## src/rtl/ft_sram_pkg.sv

```systemverilog
`timescale 1ns/1ps
package ft_sram_pkg;
  localparam int DEF_LANES  = 4;
  localparam int DEF_LANE_W = 9;
  localparam int DEF_ADDR_W = 6;

  // Two-bit burst offset from start position and beat count
  function automatic logic [1:0] burst_ofs(input logic [1:0] start,
                                           input logic [1:0] beat,
                                           input logic ilv);
    return ilv ? (start ^ beat) : 2'(start + beat);
  endfunction

  // Whether one lane is written, given the two-level write controls
  function automatic logic lane_hit(input logic gw_n, input logic bw_n,
                                    input logic we_n);
    return ~gw_n | (~bw_n & ~we_n);
  endfunction
endpackage

```

## src/rtl/sram_addr_ctl.sv

```systemverilog
`timescale 1ns/1ps
module sram_addr_ctl
  import ft_sram_pkg::*;
#(
  parameter int ADDR_W = DEF_ADDR_W
) (
  input  logic              clk,
  input  logic              rst_n,
  input  logic              sleep,
  input  logic              strb_p_n,
  input  logic              strb_c_n,
  input  logic              sel_a_n,
  input  logic              sel_b,
  input  logic              sel_c_n,
  input  logic              advance_n,
  input  logic              ilv_mode,
  input  logic [ADDR_W-1:0] addr_in,
  output logic [ADDR_W-1:0] cur_addr,
  output logic              active,
  output logic              load,
  output logic              step
);
  logic              strobe_any;
  logic              chip_ok;
  logic [ADDR_W-1:0] base_q;
  logic [1:0]        beat_q;
  logic              ilv_q;

  assign strobe_any = ~strb_p_n | ~strb_c_n;
  assign chip_ok    = ~sel_a_n & sel_b & ~sel_c_n;
  assign load       = strobe_any & ~sleep;
  assign step       = active & ~load & ~advance_n & ~sleep;

  always_ff @(posedge clk or negedge rst_n) begin
    if (!rst_n) begin
      active <= 1'b0;
      base_q <= '0;
      beat_q <= 2'd0;
      ilv_q  <= 1'b0;
    end else if (load) begin
      active <= chip_ok;
      if (chip_ok) begin
        base_q <= addr_in;
        beat_q <= 2'd0;
        ilv_q  <= ilv_mode;
      end
    end else if (step) begin
      beat_q <= beat_q + 2'd1;
    end
  end

  assign cur_addr = {base_q[ADDR_W-1:2], burst_ofs(base_q[1:0], beat_q, ilv_q)};

  // a strobe without full selection leaves the RAM deselected
  p_deselect_r3: assert property (@(posedge clk) disable iff (!rst_n)
    (load && !chip_ok) |=> !active);
  // an advance keeps the upper bits and moves the low two bits
  p_step_r4: assert property (@(posedge clk) disable iff (!rst_n)
    step |=> (cur_addr[ADDR_W-1:2] == $past(cur_addr[ADDR_W-1:2]))
             && (cur_addr[1:0] != $past(cur_addr[1:0])));
  // no strobe and no advance holds the address
  p_hold_r7: assert property (@(posedge clk) disable iff (!rst_n)
    (!load && !step) |=> $stable(cur_addr));
  // sleep freezes the address and selection
  p_sleep_freeze_r9: assert property (@(posedge clk) disable iff (!rst_n)
    sleep |=> ($stable(cur_addr) && $stable(active)));
endmodule

```

## src/rtl/sram_wr_dec.sv

```systemverilog
`timescale 1ns/1ps
module sram_wr_dec
  import ft_sram_pkg::*;
#(
  parameter int LANES = DEF_LANES
) (
  input  logic             active,
  input  logic             load,
  input  logic             sleep,
  input  logic             gwrite_n,
  input  logic             bwen_n,
  input  logic [LANES-1:0] lane_we_n,
  output logic [LANES-1:0] lane_wr
);
  logic wr_window;

  // Writes happen only on selected, awake, non-strobe edges
  assign wr_window = active & ~load & ~sleep;

  for (genvar g = 0; g < LANES; g++) begin : g_lane
    assign lane_wr[g] = wr_window & lane_hit(gwrite_n, bwen_n, lane_we_n[g]);
  end
endmodule

```

## src/rtl/sram_array.sv

```systemverilog
`timescale 1ns/1ps
module sram_array
  import ft_sram_pkg::*;
#(
  parameter int ADDR_W = DEF_ADDR_W,
  parameter int LANES  = DEF_LANES,
  parameter int LANE_W = DEF_LANE_W
) (
  input  logic                    clk,
  input  logic                    rst_n,
  input  logic [ADDR_W-1:0]       addr,
  input  logic [LANES-1:0]        lane_wr,
  input  logic [LANES*LANE_W-1:0] wdata,
  output logic [LANES*LANE_W-1:0] rd_word
);
  localparam int DEPTH = 1 << ADDR_W;

  for (genvar g = 0; g < LANES; g++) begin : g_bank
    logic [LANE_W-1:0] mem [DEPTH];
    always_ff @(posedge clk) begin
      if (lane_wr[g]) mem[addr] <= wdata[g*LANE_W +: LANE_W];
    end
    assign rd_word[g*LANE_W +: LANE_W] = mem[addr];
  end

  // an edge without a lane write leaves the addressed word unchanged
  p_nowrite_keep_r6: assert property (@(posedge clk) disable iff (!rst_n)
    (lane_wr == '0) |=> ((addr != $past(addr)) || (rd_word == $past(rd_word))));
  // a full write stores the whole word
  p_fullwrite_r5: assert property (@(posedge clk) disable iff (!rst_n)
    (&lane_wr) |=> ((addr != $past(addr)) || (rd_word == $past(wdata))));
endmodule

```

## src/rtl/ft_burst_sram.sv

```systemverilog
`timescale 1ns/1ps
module ft_burst_sram
  import ft_sram_pkg::*;
#(
  parameter int ADDR_W = DEF_ADDR_W,
  parameter int LANES  = DEF_LANES,
  parameter int LANE_W = DEF_LANE_W,
  localparam int WORD_W = LANES * LANE_W
) (
  input  logic              clk,
  input  logic              rst_n,
  input  logic [ADDR_W-1:0] addr_in,
  input  logic              strb_p_n,
  input  logic              strb_c_n,
  input  logic              sel_a_n,
  input  logic              sel_b,
  input  logic              sel_c_n,
  input  logic              advance_n,
  input  logic              burst_ilv,
  input  logic              gwrite_n,
  input  logic              bwen_n,
  input  logic [LANES-1:0]  lane_we_n,
  input  logic              oe_n,
  input  logic              sleep,
  input  logic [WORD_W-1:0] wdata,
  output logic [WORD_W-1:0] rdata,
  output logic              rdata_oe
);
  logic [ADDR_W-1:0] cur_addr;
  logic              active;
  logic              load;
  logic              step;
  logic [LANES-1:0]  lane_wr;
  logic [WORD_W-1:0] arr_word;

  sram_addr_ctl #(.ADDR_W(ADDR_W)) u_ctl (
    .clk(clk), .rst_n(rst_n), .sleep(sleep),
    .strb_p_n(strb_p_n), .strb_c_n(strb_c_n),
    .sel_a_n(sel_a_n), .sel_b(sel_b), .sel_c_n(sel_c_n),
    .advance_n(advance_n), .ilv_mode(burst_ilv), .addr_in(addr_in),
    .cur_addr(cur_addr), .active(active), .load(load), .step(step)
  );

  sram_wr_dec #(.LANES(LANES)) u_dec (
    .active(active), .load(load), .sleep(sleep),
    .gwrite_n(gwrite_n), .bwen_n(bwen_n), .lane_we_n(lane_we_n),
    .lane_wr(lane_wr)
  );

  sram_array #(.ADDR_W(ADDR_W), .LANES(LANES), .LANE_W(LANE_W)) u_arr (
    .clk(clk), .rst_n(rst_n), .addr(cur_addr), .lane_wr(lane_wr),
    .wdata(wdata), .rd_word(arr_word)
  );

  // Flow-through read path with asynchronous enable
  assign rdata_oe = active & ~oe_n & ~sleep;
  assign rdata    = rdata_oe ? arr_word : '0;

  // sleep releases the bus regardless of the other controls
  p_sleep_release_r9: assert property (@(posedge clk) disable iff (!rst_n)
    sleep |-> !rdata_oe);
  // output enable high never drives the bus
  p_oe_gate_r8: assert property (@(posedge clk) disable iff (!rst_n)
    oe_n |-> (!rdata_oe && rdata == '0));
endmodule

```

## config.mk

```make
export PLATFORM = sky130hd
export DESIGN_NAME = ft_burst_sram
export DESIGN_NICKNAME = d
export VERILOG_FILES = /design/src/rtl/ft_sram_pkg.sv /design/src/rtl/sram_addr_ctl.sv /design/src/rtl/sram_wr_dec.sv /design/src/rtl/sram_array.sv /design/src/rtl/ft_burst_sram.sv
export SDC_FILE = /design/constraint.sdc
export NUM_CORES = 2
export LEC_CHECK = 0
export BUFFER_PORTS_ARGS = -buffer_cell sky130_fd_sc_hd__buf_2
export CORE_MARGIN = 10
export CORE_UTILIZATION = 40
export DETAILED_ROUTE_END_ITERATION = 7
export SYNTH_ARGS = -nofsm -noshare
export SYNTH_HDL_FRONTEND = slang
export SYNTH_SLANG_ARGS = --single-unit
```

## constraint.sdc

```tcl
create_clock -name clk -period 6.05 [get_ports clk]
set_clock_uncertainty 0.15 [all_clocks]
set_input_delay 0 -clock clk [delete_from_list [all_inputs] [get_ports clk]]
set_output_delay 0 -clock clk [all_outputs]
set_load 0.005 [all_outputs]
```

Word-level counts from Yosys, hierarchy flattened:

Memories as Yosys holds them, arrays and structs flattened.
Index checks and enable logic that the tools add are counted.

* add/sub/neg operators: 2
* equal/unequal tests: 1
* multiplexer cells: 13
* bitwise logic cells: 37
* reductions and logical operators: 3

Operators with widths (count)
* $mux 36: 1
* $and 1x1->1: 17
* $not 1->1: 14
* $mux 1: 8
* $mux 2: 4
* $or 1x1->1: 5
* $reduce_and 2->1: 2
* $add 2x1->2 const B: 1
* $add 2x2->2: 1
* $ne 2x2->1 const B: 1
* $reduce_bool 2->1: 1
* $xor 2x2->2: 1

* register bits: 10
* RAM bits: 2304
* bits of input ports: 59
* word-level logic and storage cells: 64
* memories kept: 4

Memory list
* u_arr.g_bank[0].mem: words 64, bits a word 9, rd ports 1, clocked after memory_dff 0, write ports 1, RTL line sram_array.sv:19 `logic [LANE_W-1:0] mem [DEPTH];`
* u_arr.g_bank[1].mem: words 64, bits a word 9, rd ports 1, clocked after memory_dff 0, write ports 1, RTL line sram_array.sv:19
* u_arr.g_bank[2].mem: words 64, bits a word 9, rd ports 1, clocked after memory_dff 0, write ports 1, RTL line sram_array.sv:19
* u_arr.g_bank[3].mem: words 64, bits a word 9, rd ports 1, clocked after memory_dff 0, write ports 1, RTL line sram_array.sv:19

Logic depth before layout (Yosys ltp):

* depth after elaboration: 9
* mapped depth: 12
* gate-level depth less buffers: 8

By module:

A second synthesis with hierarchy kept.

* cells, all modules: 5116
* area, all modules: 88612.5 um^2

Modules (own cells, without submodules)
* sram_array: times used 1, cells each 5023, area an instance 87589.0 um^2
* sram_addr_ctl: times used 1, cells each 38, area an instance 501.7 um^2
* ft_burst_sram: times used 1, cells each 46, area an instance 464.2 um^2
* sram_wr_dec: times used 1, cells each 9, area an instance 57.6 um^2

Worst setup path before layout:

Ideal clock, no wire load.

* kind: register -> register
* start point: reg u_ctl.beat_q[0]
* end point: mem u_arr.g_bank[0].mem[48][0] (netlist name) (enable)
* library setup time: 0.374 ns
* data arrival time: 2.867 ns
* required time: 5.526 ns
* path slack: 2.659 ns
* stages on the path, launching flop included: 11
* path buffers: 6
* period minus slack after synthesis: 3.391 ns
* path through: dfrtp_1 -> ha_1 -> buf_4 -> buf_4 -> buf_4 -> buf_2 -> nor2_1 -> clkbuf_1 -> nand2_1 -> clkbuf_1 -> nor2_1

* cells in the longest elaborated chain, start to end: 2
* elaborated cells between the ends (all ways): 3
* those cells by class: add/sub (1); mux (1); bitwise (1)

Ends and longest elaborated chain
* start, declared: RTL line sram_addr_ctl.sv:26 `logic [1:0] beat_q;`
* start signal, assigned: RTL line sram_addr_ctl.sv:48 `beat_q <= beat_q + 2'd1;`
* $add 2x2->2 / $xor 2x2->2 (equally long branches): RTL line ft_sram_pkg.sv:11 `return ilv ? (start ^ beat) : 2'(start + beat);`
* $mux 2 (*): RTL line ft_sram_pkg.sv:11
* end, declared: RTL line sram_array.sv:19

Mark *: on every way between the ends. The rest lies on a longest branch, timed or not.

Worst setup path in the final report:

* start point: reg u_ctl.beat_q[0]
* end point: out rdata[6]

* cells in the longest elaborated chain, start to end: 4
* elaborated cells between the ends (all ways): 5
* those cells by class: add/sub (1); mux (2); bitwise (1); memory (1)

Ends and longest elaborated chain
* $add 2x2->2 / $xor 2x2->2 (equally long branches): RTL line ft_sram_pkg.sv:11
* $mux 2 (*): RTL line ft_sram_pkg.sv:11
* $mem_v2 64x9 (*)
* $mux 36 (*): RTL line ft_burst_sram.sv:57 `assign rdata = rdata_oe ? arr_word : '0;`
* end, declared: RTL line ft_burst_sram.sv:26 `output logic [WORD_W-1:0] rdata,`

Marked as above.

==> impl_metrics.py <==
metrics = {
    "critical_path": {
        "r2r_setup_slack_ns": 1.41,
        "path_class": "flip-flop to output port",
        "worstSetupEndpointType": "output port",
        "cp_max_fo": 31,
        "critical_path_s_largest_stage_delay_ns": 0.95,
        "crit_chain": "ha_4 -> and2b_1 -> xnor2_4 -> buf_4 -> nand2_1 -> nand4_1 -> nand4_1 -> or4_1 -> nor4_1 -> buf_2",
        "cp_data_required_time_ns": 5.90,
        "crit_path_top_delay_cell": "nor4_1",
        "worst_r2r_startpoint": "u_ctl.beat_q[0]",
        "timing.critical_path.from_type": "flip-flop",
        "critPathArrivalTime_ns": 5.63,
        "critical-path-top-delay-family": "simple AND/OR/NAND/NOR gates",
        "r2r_end": "u_arr.g_bank[0].mem[27][0]",
        "timing.critical_path.buf_inv": 2,
        "worst_path_most_repeated_cell": "nand4_1",
        "worstRegToRegCells": 6,
    },
    "clock_tree": {
        "clock_pin_slew_on_the_worst_setup_and_hold_paths_ns": 0.07,
        "cts_max_level": 4,
        "clock_tree.root_cell": "clkbuf_16",
        "clkLatencyLatePin_ns": 0.89,
        "cts_post_setup_buffers_inserted": 0,
        "cts_resized": 0,
        "cts_num_sinks": 2314,
        "cts_tree": "yes",
        "maximum_count_of_clock_buffers_along_a_single_path": 3,
        "cts_made_buffers": 219,
    },
    "power_and_ir_drop": {
        "power_per_cell_area_mw_per_mm2": 380,
        "peakVddDrop_mv": 0.317,
        "leakage_nw": 32.0,
    },
    "worst_hold_path": {
        "holdCritPathClass": "primary input to flip-flop",
        "hold-path-cell-count": 4,
        "worst_hold_startpoint": "strb_c_n",
        "hold_end": "u_ctl.active",
    },
    "logic_synthesis": {
        "postSynthRegisterBits": 2314,
        "number_of_synthesized_flops_with_an_enable_pin": 2304,
        "avgSynthCellArea_um2": 17.6,
        "synth_sequential_area_ratio": 0.773,
        "synth.yosys.warnings": 0,
        "synth_async_sr_flop_share": 0.00432,
        "prevailing_post_synth_register_cell": "edfxtp_1",
        "number_of_nets_in_the_synthesized_netlist": 5168,
        "yosys.cell_types.count": 60,
        "postSynthCellCount": 5108,
        "netlist_area_mm2": 0.0899,
    },
    "finish": {
        "fin_nets": 5383,
        "share_of_cells_above_drive_strength_1": 0.169,
        "synthToLayoutAreaGrowth_pct": 12.9,
        "design_area_mm2": 0.101,
    },
    "detailed_routing": {
        "wl_mm": 265,
        "drt-vias-per-instance": 5.92,
        "dr.pass1.iters": 6,
        "antenna_left": 0,
        "vias": 50300,
        "drc_violations_left": 0,
        "wl_per_cell_um": 31.2,
        "first_iter_violations": 6937,
    },
    "die": {
        "die_w_um": 494,
        "fp.dieArea_mm2": 0.244,
        "dieHeight_um": 494,
        "top_level_ports": 96,
        "placement_rows": 173,
        "starting_density": 0.403,
        "core_region_area_mm2": 0.223,
    },
    "global_routing": {
        "first_global_vias": 48500,
        "grt_max_degree": 129,
        "grt_first_pass_wirelength_mm": 375,
        "grt_usage": 0.211,
        "grt_antenna_before_repair": 17,
        "global_route.overflow_total": 0,
    },
    "sta": {
        "fin_ws_ns": 0.270,
        "relSlewSlack": -0.0106,
        "final.min_clock_period_ns": 5.78,
        "rsz0062_at_grt": "no",
        "timing.fmax_ghz": 0.173,
        "report.final.setup_viol": 0,
        "worst-slew-pin-transition_ns": 1.51,
        "hold_viol": 0,
        "final.period_utilization": 0.955,
        "finalSetupTns_ns": 0,
        "worst_hold_slack_ns": 0.142,
        "finalMaxSlewViolations": 6,
    },
    "placed_design": {
        "final_gp_congestion": 0.842,
        "detailed_place_hpwl_mm": 162,
        "numPortBuffers": 95,
        "preCtsSetupSlack_ns": 1.19,
        "dpl-instance-area_mm2": 0.0939,
    },
    "run_status": {
        "outcome": "complete, but fails checks",
        "failed_checks": "capacitance limit, slew limit",
    },
    "flow_run": {
        "drv_cap": 1,
    },
}
-- power breakdown --
part	switching (mW)	internal, mW	total (mW)	leakage [nW]
sequential	0.0617	17.6	17.7	20.8
clock	6.02	7.24	13.3	3.32
combinational	4.99	2.55	7.55	7.85
total	11.1	27.4	38.5	32.0
-- flip-flops by register name, indices dropped and copies added, names as in the netlist --
signal / flops
u_ctl.beat_q: 2
u_ctl.active: 1
u_ctl.ilv_q: 1
u_ctl.base_q: 6
u_arr.g_bank.mem: 2304
-- how the worst max path moves through the flow --
stage,end,cells after the start,slack (ns),from
floorplan,u_arr.g_bank[0].mem[48][0],10,2.66,u_ctl.beat_q[0]
global placement,rdata[0],10,0.97,u_ctl.beat_q[0]
detailed placement,rdata[6],10,1.19,u_ctl.beat_q[0]
CTS,rdata[6],10,0.22,u_ctl.beat_q[0]
global route,rdata[2],12,0.15,u_ctl.beat_q[0]
finish,rdata[6],10,0.27,u_ctl.beat_q[0]
-- worst min-delay path, stage by stage --
cell and delay [ns]:
buf_2 0.09, a21oi_1 0.25, dlygate4sd3_1 0.61, o21ai_0 0.16
-- logic make-up (layout without fill, tap and decap cells) --
kind of cell,Yosys count,after routing,share of synthesized area
AND/OR/NAND/NOR,1548,1548,0.0770
multiplexers,446,446,0.0989
XOR/XNOR,4,4,0.000557
buffers and inverters,313,710,0.0163
other,0,7,0
AO/OA/AOI/OAI,482,482,0.0343
adder cells (fa/ha/maj),1,1,0.000139
flip-flops,2314,2314,0.773
-- cells in the mapped netlist, types with 13 or more instances --
cell type / instances / area [um^2]
nand3_1: 223 / 1120
a32oi_1: 20 / 175
nor3_1: 57 / 285
buf_4: 41 / 308
o211ai_1: 13 / 97.6
a211oi_1: 51 / 383
and4b_1: 15 / 150
clkbuf_1: 139 / 522
and3_1: 112 / 701
mux4_2: 352 / 7930
a31oi_1: 36 / 225
mux2i_1: 79 / 791
nor2_1: 449 / 1690
o21ai_0: 60 / 300
nor4_1: 31 / 194
nand2_1: 548 / 2060
nand4_1: 49 / 307
o22ai_1: 69 / 432
buf_2: 105 / 526
buf_1: 22 / 82.6
mux2_2: 15 / 169
a21oi_1: 150 / 751
edfxtp_1: 2304 / 69200
nor2b_1: 28 / 175
-- cells in the final DEF (no fill, tap or decap), drive strengths merged, types with 12 or more instances in the layout --
master,instances
edfxtp,2304
nand2,548
nor2,451
mux4,352
clkbuf,283
buf,230
nand3,223
a21oi,150
and3,112
clkinv,98
mux2i,79
dlygate4sd3,72
o22ai,69
o21ai,60
nor3,57
a211oi,51
nand4,49
a31oi,36
nor4,31
nor2b,28
a32oi,20
and4b,15
mux2,15
o211ai,13
bufinv,13
a22oi,12
a221oi,12
-- per-stage QoR --
stage	std cells	utilization	total power, mW
global placement	8004	0.421	25.5
CTS	8480	0.455	38.6
global route	8481	0.455	39.6
floorplan	5108	-	22.6
detailed placement	8005	0.421	25.5
finish	8487	0.455	38.5
-- area by class of cell --
cell class,count,area [um^2]
Antenna cell,7,17.5
Clock buffer,283,5720
Clock inverter,120,1090
Fill cell,19100,121000
Inverter,5,21.3
Multi-Input combinational cell,2481,19100
Sequential cell,2314,69400
Tap cell,2975,3720
Timing Repair Buffer,302,2390
-- repair_timing --
action	CTS	global route
hold buffers	72	0
hold endpoints to repair	2345	0
setup endpoints to repair	0	0
-- routing by layer --
layer	part of all wire	vias to the layer above	global-route usage
met3	0.095	467	0.0425
met2	0.47	2785	0.329
met4	0.039	10	0.0742
li1	-	20700	-
met5	0.00024	-	0
met1	0.40	26300	0.297
(Power assumes the default switching activity.)
